$ cat config.mk
export PLATFORM = sky130hd
export DESIGN_NAME = batt_guard_top
export DESIGN_NICKNAME = d
export VERILOG_FILES = /design/src/rtl/batt_guard_pkg.sv /design/src/rtl/bg_qualifier.sv /design/src/rtl/bg_fsm.sv /design/src/rtl/bg_outdec.sv /design/src/rtl/batt_guard_top.sv
export SDC_FILE = /design/constraint.sdc
export NUM_CORES = 1
export LEC_CHECK = 0
export ABC_AREA = 1
export BUFFER_PORTS_ARGS = -buffer_cell sky130_fd_sc_hd__buf_2
export CAP_MARGIN = 10
export CORE_MARGIN = 1
export CORE_UTILIZATION = 55
export DETAILED_ROUTE_END_ITERATION = 8
export PLACE_DENSITY = 0.75
export SLEW_MARGIN = 20
export SYNTH_ARGS = -nofsm -noshare
export SYNTH_HDL_FRONTEND = slang
export SYNTH_SLANG_ARGS = --single-unit
$ cat constraint.sdc
create_clock -name clk -period 3.2 [get_ports clk]
set_input_delay 0.16 -clock clk [delete_from_list [all_inputs] [get_ports clk]]
set_output_delay 0.16 -clock clk [all_outputs]
set_load 0.005 [all_outputs]
$ cat src/rtl/batt_guard_pkg.sv
package batt_guard_pkg;

    typedef enum logic [2:0] {
        ST_RUN,
        ST_FULL,
        ST_FULL_SC,
        ST_EMPTY,
        ST_DOC,
        ST_SC,
        ST_COC
    } gstate_e;

    localparam int NQ     = 9;
    localparam int Q_OVD  = 0;
    localparam int Q_OVR  = 1;
    localparam int Q_UVD  = 2;
    localparam int Q_UVR  = 3;
    localparam int Q_DOC  = 4;
    localparam int Q_SC   = 5;
    localparam int Q_DOCR = 6;
    localparam int Q_COC  = 7;
    localparam int Q_COCR = 8;

    typedef struct packed {
        logic cell_hi;
        logic cell_hi_clr;
        logic cell_lo;
        logic cell_lo_clr;
        logic dis_oc;
        logic dis_short;
        logic dis_oc_clr;
        logic chg_oc;
        logic chg_oc_clr;
        logic charger_on;
        logic load_on;
    } sense_t;

    typedef struct packed {
        logic chg_en;
        logic dis_en;
        logic sense_pd;
        logic sense_pu;
        logic shutdown;
    } drive_t;

    function automatic int cnt_width(int lim);
        return (lim < 1) ? 1 : $clog2(lim + 1);
    endfunction

    function automatic drive_t drive_of(gstate_e s);
        drive_t d;
        d = '{chg_en: 1'b1, dis_en: 1'b1, sense_pd: 1'b0, sense_pu: 1'b0, shutdown: 1'b0};
        case (s)
            ST_FULL:    d.chg_en = 1'b0;
            ST_FULL_SC: begin d.chg_en = 1'b0; d.dis_en = 1'b0; d.sense_pd = 1'b1; end
            ST_EMPTY:   begin d.dis_en = 1'b0; d.sense_pu = 1'b1; d.shutdown = 1'b1; end
            ST_DOC,
            ST_SC:      begin d.dis_en = 1'b0; d.sense_pd = 1'b1; end
            ST_COC:     d.chg_en = 1'b0;
            default:    ;
        endcase
        return d;
    endfunction

endpackage

$ cat src/rtl/bg_qualifier.sv
module bg_qualifier #(
    parameter int LIMIT = 4
) (
    input  logic clk,
    input  logic rst,
    input  logic tick,
    input  logic cond,
    output logic hit
);
    localparam int CW = batt_guard_pkg::cnt_width(LIMIT);
    localparam logic [CW-1:0] LIM_V = CW'(LIMIT);

    logic [CW-1:0] cnt;

    always_ff @(posedge clk) begin
        if (rst || !cond)
            cnt <= '0;
        else if (tick && (cnt < LIM_V))
            cnt <= cnt + 1'b1;
    end

    assign hit = cond && (cnt >= LIM_V);
endmodule

$ cat src/rtl/bg_fsm.sv
module bg_fsm
    import batt_guard_pkg::*;
(
    input  logic            clk,
    input  logic            rst,
    input  sense_t          sense,
    input  logic [NQ-1:0]   hit,
    output logic [NQ-1:0]   cond,
    output gstate_e         state
);
    gstate_e state_nxt;

    always_comb begin
        cond         = '0;
        cond[Q_OVD]  = (state == ST_RUN) && sense.cell_hi;
        cond[Q_OVR]  = (state == ST_FULL) && sense.cell_hi_clr && !sense.charger_on;
        cond[Q_UVD]  = (state == ST_RUN) && sense.cell_lo;
        cond[Q_UVR]  = (state == ST_EMPTY) && sense.charger_on && sense.cell_lo_clr;
        cond[Q_DOC]  = (state == ST_RUN) && sense.dis_oc;
        cond[Q_SC]   = ((state == ST_RUN) || (state == ST_FULL)) && sense.dis_short;
        cond[Q_DOCR] = ((state == ST_DOC) || (state == ST_SC)) && sense.dis_oc_clr && !sense.load_on;
        cond[Q_COC]  = (state == ST_RUN) && sense.chg_oc;
        cond[Q_COCR] = (state == ST_COC) && sense.chg_oc_clr && !sense.charger_on;
    end

    always_comb begin
        state_nxt = state;
        case (state)
            ST_RUN: begin
                if (hit[Q_SC])        state_nxt = ST_SC;
                else if (hit[Q_DOC])  state_nxt = ST_DOC;
                else if (hit[Q_UVD])  state_nxt = ST_EMPTY;
                else if (hit[Q_COC])  state_nxt = ST_COC;
                else if (hit[Q_OVD])  state_nxt = ST_FULL;
            end
            ST_FULL: begin
                if (hit[Q_SC])        state_nxt = ST_FULL_SC;
                else if (hit[Q_OVR])  state_nxt = ST_RUN;
            end
            ST_FULL_SC: begin
                if (!sense.load_on && !sense.dis_short) state_nxt = ST_FULL;
            end
            ST_EMPTY: begin
                if (hit[Q_UVR])       state_nxt = ST_RUN;
            end
            ST_DOC, ST_SC: begin
                if (hit[Q_DOCR])      state_nxt = ST_RUN;
            end
            ST_COC: begin
                if (hit[Q_COCR])      state_nxt = ST_RUN;
            end
            default:                  state_nxt = ST_RUN;
        endcase
    end

    always_ff @(posedge clk) begin
        if (rst) state <= ST_RUN;
        else     state <= state_nxt;
    end
endmodule

$ cat src/rtl/bg_outdec.sv
module bg_outdec
    import batt_guard_pkg::*;
(
    input  gstate_e state,
    input  logic    cell_dead,
    output drive_t  drv
);
    drive_t base;

    always_comb begin
        base       = drive_of(state);
        drv        = base;
        drv.chg_en = base.chg_en && !cell_dead;
    end
endmodule

$ cat src/rtl/batt_guard_top.sv
module batt_guard_top
    import batt_guard_pkg::*;
#(
    parameter int OV_DLY   = 1000,
    parameter int OVR_DLY  = 16,
    parameter int UV_DLY   = 20,
    parameter int UVR_DLY  = 1,
    parameter int DOC_DLY  = 12,
    parameter int SC_DLY   = 1,
    parameter int DOCR_DLY = 4,
    parameter int COC_DLY  = 16,
    parameter int COCR_DLY = 4
) (
    input  logic clk,
    input  logic rst,
    input  logic tick,
    input  logic cell_hi,
    input  logic cell_hi_clr,
    input  logic cell_lo,
    input  logic cell_lo_clr,
    input  logic dis_oc,
    input  logic dis_short,
    input  logic dis_oc_clr,
    input  logic chg_oc,
    input  logic chg_oc_clr,
    input  logic charger_on,
    input  logic load_on,
    input  logic cell_dead,
    output logic chg_en,
    output logic dis_en,
    output logic sense_pd,
    output logic sense_pu,
    output logic shutdown
);
    localparam int LIMS [NQ] = '{OV_DLY, OVR_DLY, UV_DLY, UVR_DLY, DOC_DLY,
                                 SC_DLY, DOCR_DLY, COC_DLY, COCR_DLY};

    sense_t        sense;
    logic [NQ-1:0] cond;
    logic [NQ-1:0] hit;
    gstate_e       state;
    drive_t        drv;

    assign sense = '{cell_hi: cell_hi, cell_hi_clr: cell_hi_clr, cell_lo: cell_lo,
                     cell_lo_clr: cell_lo_clr, dis_oc: dis_oc, dis_short: dis_short,
                     dis_oc_clr: dis_oc_clr, chg_oc: chg_oc, chg_oc_clr: chg_oc_clr,
                     charger_on: charger_on, load_on: load_on};

    for (genvar g = 0; g < NQ; g++) begin : g_qual
        bg_qualifier #(.LIMIT(LIMS[g])) u_q (
            .clk  (clk),
            .rst  (rst),
            .tick (tick),
            .cond (cond[g]),
            .hit  (hit[g])
        );
    end

    bg_fsm u_fsm (
        .clk   (clk),
        .rst   (rst),
        .sense (sense),
        .hit   (hit),
        .cond  (cond),
        .state (state)
    );

    bg_outdec u_out (
        .state     (state),
        .cell_dead (cell_dead),
        .drv       (drv)
    );

    assign chg_en   = drv.chg_en;
    assign dis_en   = drv.dis_en;
    assign sense_pd = drv.sense_pd;
    assign sense_pu = drv.sense_pu;
    assign shutdown = drv.shutdown;
endmodule

==> results by group, run 1 <==
Worst setup path
  • Origin of the critical flop-to-flop path: u_fsm.state[2]
  • CP Class: flop to flop
  • FF-to-FF End: u_fsm.state[2]
  • Crit end category: flop
  • CP required: 3.38 ns
  • Most used cell, CP: nand2_1
  • Slowest cell on the critical path: dfxtp_1
  • Crit path from: u_fsm.state[2]
  • Startpoint Class: flop
  • CP arrival: 1.82 ns
  • Critical Path, Cell by Cell: inv_2, ha_1, nand2_1, nor2_1, nor2_1, nand2_1, nor2_1, nand2_1, nand2_2, nand2_1, nand2_1, nor2_1
  • Critical Path Fanout Max: 5
  • Worst path max stage delay: 0.45 ns
  • Flop2flop setup slack: 1.56 ns
  • FF-to-FF path depth: 12

Global routing
  • Vias in the first global route: 1633
  • Pin count of the biggest net entering global routing: 13
  • Initial antenna violation count: 0
  • GRT Residual Overflow: 0
  • Overall global routing resource usage: 0.213
  • First-pass GRT wire length: 6760 µm

Worst hold path
  • Hold_sp: cell_lo_clr
  • WHS Path Cells: 3
  • Worst Hold Class: input port to flop
  • Hold EP: g_qual[3].u_q.cnt

Placement
  • Hpwl dp: 3080 µm
  • Buffers on Ports: 19
  • Final Wtd Congestion: 0.905
  • Placed cell area: 2240 µm²

Synthesis
  • Synth Register Bits: 40
  • Syn nets: 319
  • Syn avg cell area: 7.18 µm²
  • Count of cell types in the netlist: 32
  • Post-synthesis sequential area ratio: 0.381
  • Cell count after synthesis: 293
  • Mapped cell area: 2100 µm²
  • Yosys Warn Count: 0

Detailed routing
  • ANT nets after route: 0
  • DR iter-0 viols: 61
  • Vias: 1827
  • DRC violations left: 0
  • Post-Route WL: 3950 µm
  • Wirelength per Cell: 10.8 µm
  • 1st-pass router iterations: 4
  • Vias per inst: 5.01

Finish
  • Synthesis-to-layout area growth: 12.6%
  • Final instance area: 2370 µm²
  • Most frequent cells in the layout: nand2_1 (57), dfxtp_1 (40), inv_1 (38), nor2_1 (32), a21oi_1 (23)
  • Layout cells sized above 1: 0.180
  • Commonest non-fill, non-tap cell in the layout: nand2_1
  • # diodes: 0
  • Post-layout nets: 342
  • Fill cells: 345

Clock tree
  • CTS root buffer: clkbuf_8
  • Worst-skew pair later-pin latency: 0.29 ns
  • Num CTS Buffers: 5
  • CTS-repair resized insts: 0
  • Clock Pin Slew Worst Setup and Hold Paths: 0.08 ns
  • Sink Count: 40
  • CTS H-tree depth: 2
  • CTS Buffer Depth: 2
  • Post-CTS Setup Bufs: 0
  • Hold_buf cts: 0
  • CTS tree: yes

Floorplan
  • # rows: 22
  • IO Count: 20
  • Die H: 63.8 µm
  • Initial Utilization: 0.575
  • Chip Width: 63.8 µm
  • Die area: 4080 µm²
  • Core area: 3660 µm²

STA
  • Rel. slew slack: 0.718
  • Worst slew pin tran: 0.419 ns
  • Worst Clk Skew: 0.00521 ns
  • Final Slew Violations: 0
  • Post-Route Setup TNS: 0 ns
  • Crit path time final: 1.64 ns
  • Fmax: 611 MHz
  • Final worst-path cycle share: 0.512
  • RSZ-0062 raised after global routing: false
  • Final Hold Viols: 0
  • Final setup viols: 0

Power and ir drop
  • Leakage: 1.02 nW
  • Peak VDD IR: 0.326 mV
  • Pwr dens: 538 nW/µm²

Flow run
  • Max-Cap Viols: 0

Run status
  • Outcome: finished, final reports clean
-- layer usage --
metal  vias to the layer above  GRT usage  routed length, µm
met1                       810      0.252               1950
met3                         8     0.0500                129
li1                        982          -                  -
met4                         0     0.0852                 61
met2                        27      0.366               1810
met5                         -          0                  0
-- stage by stage --
step                cells  hold slack [ns]  power [mW]  setup WS (ns)  utilization
floorplan             293            0.303       0.767           1.73            -
global placement      357            0.429       0.835           1.65        0.612
detailed placement    357            0.442       0.841           1.58        0.612
CTS                   365            0.110        1.29           1.55        0.647
global route          365            0.110        1.36           1.31        0.647
finish                365            0.120        1.27           1.56        0.647
-- synthesized netlist by cell type --
master / n / area share
or2_1: 1 / 0.0030
nor4_2: 1 / 0.0059
ha_1: 11 / 0.065
clkbuf_1: 1 / 0.0018
xnor2_1: 3 / 0.012
nand2_2: 5 / 0.015
a41oi_1: 1 / 0.0042
dfxtp_1: 40 / 0.38
nand4_1: 4 / 0.012
nor2_1: 32 / 0.057
inv_2: 7 / 0.012
nor3b_1: 5 / 0.018
or2_2: 1 / 0.0030
nand2_1: 57 / 0.10
nand3_1: 17 / 0.040
nor2b_4: 1 / 0.0065
buf_4: 1 / 0.0036
o21ai_0: 10 / 0.024
mux2_2: 1 / 0.0054
nand3_2: 2 / 0.0095
and3_1: 2 / 0.0059
nor2_4: 1 / 0.0054
o21ai_1: 2 / 0.0048
xor2_1: 3 / 0.012
a211oi_1: 1 / 0.0036
o21a_1: 1 / 0.0036
a21oi_1: 23 / 0.055
nor3_1: 9 / 0.021
a21oi_2: 3 / 0.012
buf_2: 1 / 0.0024
nor2_2: 8 / 0.024
inv_1: 38 / 0.068
-- worst max-delay path, delay by kind of cell, from the launching register on --
kind,cells,cell delay (ns)
simple gates,10,0.80
flops,1,0.45
fa+ha+maj,1,0.18
buf+inv,1,0.10
-- layout make-up --
class	count	area (µm²)	share of cell area
multi-input cells	205	1120	0.472
flip-flops and latches	40	801	0.338
clock inverters	1	30.0	0.0127
inverters	45	169	0.0713
well taps	48	60.1	0.0254
clock buffers	7	96.3	0.0407
repair buffers	19	95.1	0.0401
-- power breakdown --
part | leakage [nW] | switching [mW] | internal [mW]
registers | 0.323 | 0.0266 | 0.518
logic | 0.636 | 0.183 | 0.101
clock network | 0.0645 | 0.171 | 0.275
-- flip-flops by register name (all words and copies together) (netlist names) --
name            cells
u_fsm.state         3
g_qual.u_q.cnt     37
-- worst max-delay path by stage --
stage | cells after the start | slack [ns] | end
final | 12 | 1.56 | u_fsm.state[2]
after global routing | 12 | 1.31 | u_fsm.state[2]
after CTS | 12 | 1.55 | u_fsm.state[2]
after detailed placement | 12 | 1.58 | u_fsm.state[2]
after global placement | 12 | 1.65 | u_fsm.state[2]
after floorplan | 12 | 1.73 | u_fsm.state[2]
-- kinds of logic (layout without fill, tap and decap cells) --
kind of cell / after synthesis / count (layout) / synth area share
DFF: 40 / 40 / 0.381
buffers and inverters: 48 / 72 / 0.0880
and+or+nand+nor: 146 / 146 / 0.328
AOI/OAI and AO/OA: 41 / 41 / 0.107
xor gates and xnor gates: 6 / 6 / 0.0250
adders and majority gates: 11 / 11 / 0.0654
muxes: 1 / 1 / 0.00535
No activity file was read; power rests on OpenSTA's default activity.
==> run 2: changes to the inputs <==
Settings changed: CORE_UTILIZATION 55 to 53.
Clock period 3.2 ns to 1.4 ns, I/O delays scaled along.
==> run 2 against run 1 <==
Effect of this change:
- the run now ends with negative setup slack left
- sequential power grew 130%
- clock power grew 140%
- routed wire length grew 22%
- first-iteration DRC count grew 1.6%
- register-to-register slack lost 1.6 ns
- utilization grew 8.2 points
- critical path depth shrank 5
- global-route usage grew 4.1 points
- total power grew to 2.6 times the previous value
- largest power group unchanged
- critical endpoint is now sense_pd
- die area grew 3.7%
==> results by group, run 2 (synthesis gave the netlist of run 1 again) <==
Run status
  • Outcome: finished with violations
  • Failing checks: negative setup slack

Finish
  • Most frequent cells in the layout: nand2_1 (52), inv_1 (36), dfxtp_1 (35), nor2_1 (28)
  • # diodes: 0 (unchanged)
  • Commonest non-fill, non-tap cell in the layout: nand2_1
  • Synthesis-to-layout area growth: 29.8%
  • Biggest register: g_qual.u_q.cnt
  • Top flop regs: g_qual.u_q.cnt: 37 flops, u_fsm.state: 3 flops
  • Post-layout nets: 368 (+7.6%)
  • Largest register FFs: 37 (unchanged)
  • Layout cells sized above 1: 0.315 (+0.135)
  • Fill cells: 301 (-13%)

Clock tree
  • Hold_buf cts: 0 (unchanged)
  • Clock Pin Slew Worst Setup and Hold Paths: 0.07 ns (about the same)
  • Sink Count: 40 (unchanged)
  • Worst-skew pair later-pin latency: 0.30 ns (about the same)
  • CTS Buffer Depth: 2 (unchanged)
  • CTS H-tree depth: 2 (unchanged)
  • CTS root buffer: clkbuf_8
  • CTS tree: yes
  • Num CTS Buffers: 5 (unchanged)

Worst setup path
  • CP Class: flop to primary output
  • Crit end category: primary output
  • Critical Path Fanout Max: 4 (-1)
  • Startpoint Class: flop
  • CP arrival: 1.41 ns (-0.41 ns)
  • CP required: 1.33 ns (-2.05 ns)

Detailed routing
  • Post-Route WL: 4800 µm (+22%)
  • Wirelength per Cell: 12.3 µm (+13%)
  • DR iter-0 viols: 62 (+1.6%)
  • ANT nets after route: 0 (unchanged)
  • 1st-pass router iterations: 4 (unchanged)
  • Vias per inst: 4.96 (-0.88%)
  • Vias: 1940 (+6.2%)
  • DRC violations left: 0 (unchanged)

Placement
  • Buffers on Ports: 19 (unchanged)
  • Final Wtd Congestion: 0.839 (-7.2%)
  • Place WS: -0.0544 ns (-1.63 ns)
  • Hpwl dp: 3160 µm (+2.6%)

STA
  • Final Hold Viols: 0 (unchanged)
  • Final Slew Violations: 0 (unchanged)
  • Post-Route Setup TNS: -0.322 ns (-0.322 ns)
  • Worst slew pin tran: 0.306 ns (-0.113 ns)
  • RSZ-0062 raised after global routing: true
  • Final worst-path cycle share: 1.05
  • Rel. slew slack: 0.794 (+0.0758)
  • Crit path time final: 1.48 ns
  • Fmax: 678 MHz
  • Worst Clk Skew: 0.00682 ns (+0.00161 ns)
  • Fin worst setup slack: -0.0752 ns (-1.64 ns)
  • Final setup viols: 5 (+5)

Floorplan
  • Die area: 4220 µm² (+3.7%)
  • IO Count: 20 (unchanged)
  • Chip Width: 65.0 µm (+1.8%)
  • Core area: 3740 µm² (+2.3%)
  • Initial Utilization: 0.562 (-0.0127)
  • Die H: 65.0 µm (+1.8%)
  • # rows: 22 (unchanged)

Power and ir drop
  • Leakage: 1.21 nW (+18%)
  • Peak VDD IR: 0.920 mV (+180%)
  • Pwr dens: 1220 nW/µm² (+130%)

Flow run
  • Max-Cap Viols: 0 (unchanged)

Global routing
  • First-pass GRT wire length: 8180 µm (+21%)
  • Initial antenna violation count: 0 (unchanged)
  • Overall global routing resource usage: 0.254 (+0.0414)
  • GRT Residual Overflow: 0 (unchanged)
  • Pin count of the biggest net entering global routing: 13 (unchanged)
  • Vias in the first global route: 1908 (+17%)

Worst hold path
  • Worst Hold Class: input port to flop
## run 2: path summary, 6_finish.rpt
kind / start / end / slack [ns] / cells after the start
setup / recovery: u_fsm.state[1] / sense_pd / -0.08 / 7
hold reg to reg: g_qual[0].u_q.cnt[9] / g_qual[0].u_q.cnt[9] / 0.46 / 2
setup reg to reg: u_fsm.state[2] / u_fsm.state[1] / -0.07 / 11
hold / removal: cell_lo_clr / g_qual[3].u_q.cnt / 0.05 / 3
## run 2: per-layer routing
layer	GRT usage	routed length, µm	up-vias
met1	0.289	2110	863
met2	0.441	2410	30
li1	-	-	1037
met3	0.0669	175	10
met4	0.111	108	0
met5	0	0	-
## run 2: critical path: stages, from the launching register on
cell and delay, ns:
dfxtp_4 0.37, inv_4 0.05, buf_4 0.14, nor2_4 0.10, nand2_1 0.07, buf_4 0.14
o21ai_0 0.09, buf_2 0.16
## run 2: final cells by class
| type | count | area [µm²] | share of cell area |
|---|---|---|---|
| multi-input cells | 205 | 1250 | 0.458 |
| clock buffers | 7 | 96.3 | 0.0353 |
| repair buffers | 45 | 302 | 0.110 |
| flip-flops and latches | 40 | 812 | 0.297 |
| inverters | 45 | 179 | 0.0655 |
| clock inverters | 1 | 30.0 | 0.0110 |
| well taps | 48 | 60.1 | 0.0220 |
## run 2: timing repair
action,4_1_cts,5_1_grt
setup endpoints to repair,6,17
pin swaps,13,11
setup buffers,7,0
gates resized for setup,18,25
## run 2: per-stage QoR
step                      instances  hold slack, ns  utilization  power [mW]  area [µm²]
after detailed placement        376           0.349        0.639        2.01        2390
after global routing            391          0.0604        0.729        3.51        2730
after floorplan                 293           0.176            -        1.76        2110
final                           391          0.0470        0.729        3.33        2730
after CTS                       391          0.0396        0.705        3.21        2640
after global placement          376           0.342        0.639        1.99        2390
## run 2: power breakdown
part,internal (mW),switching (mW)
logic,0.442,0.576
registers,1.19,0.0762
clock network,0.629,0.417
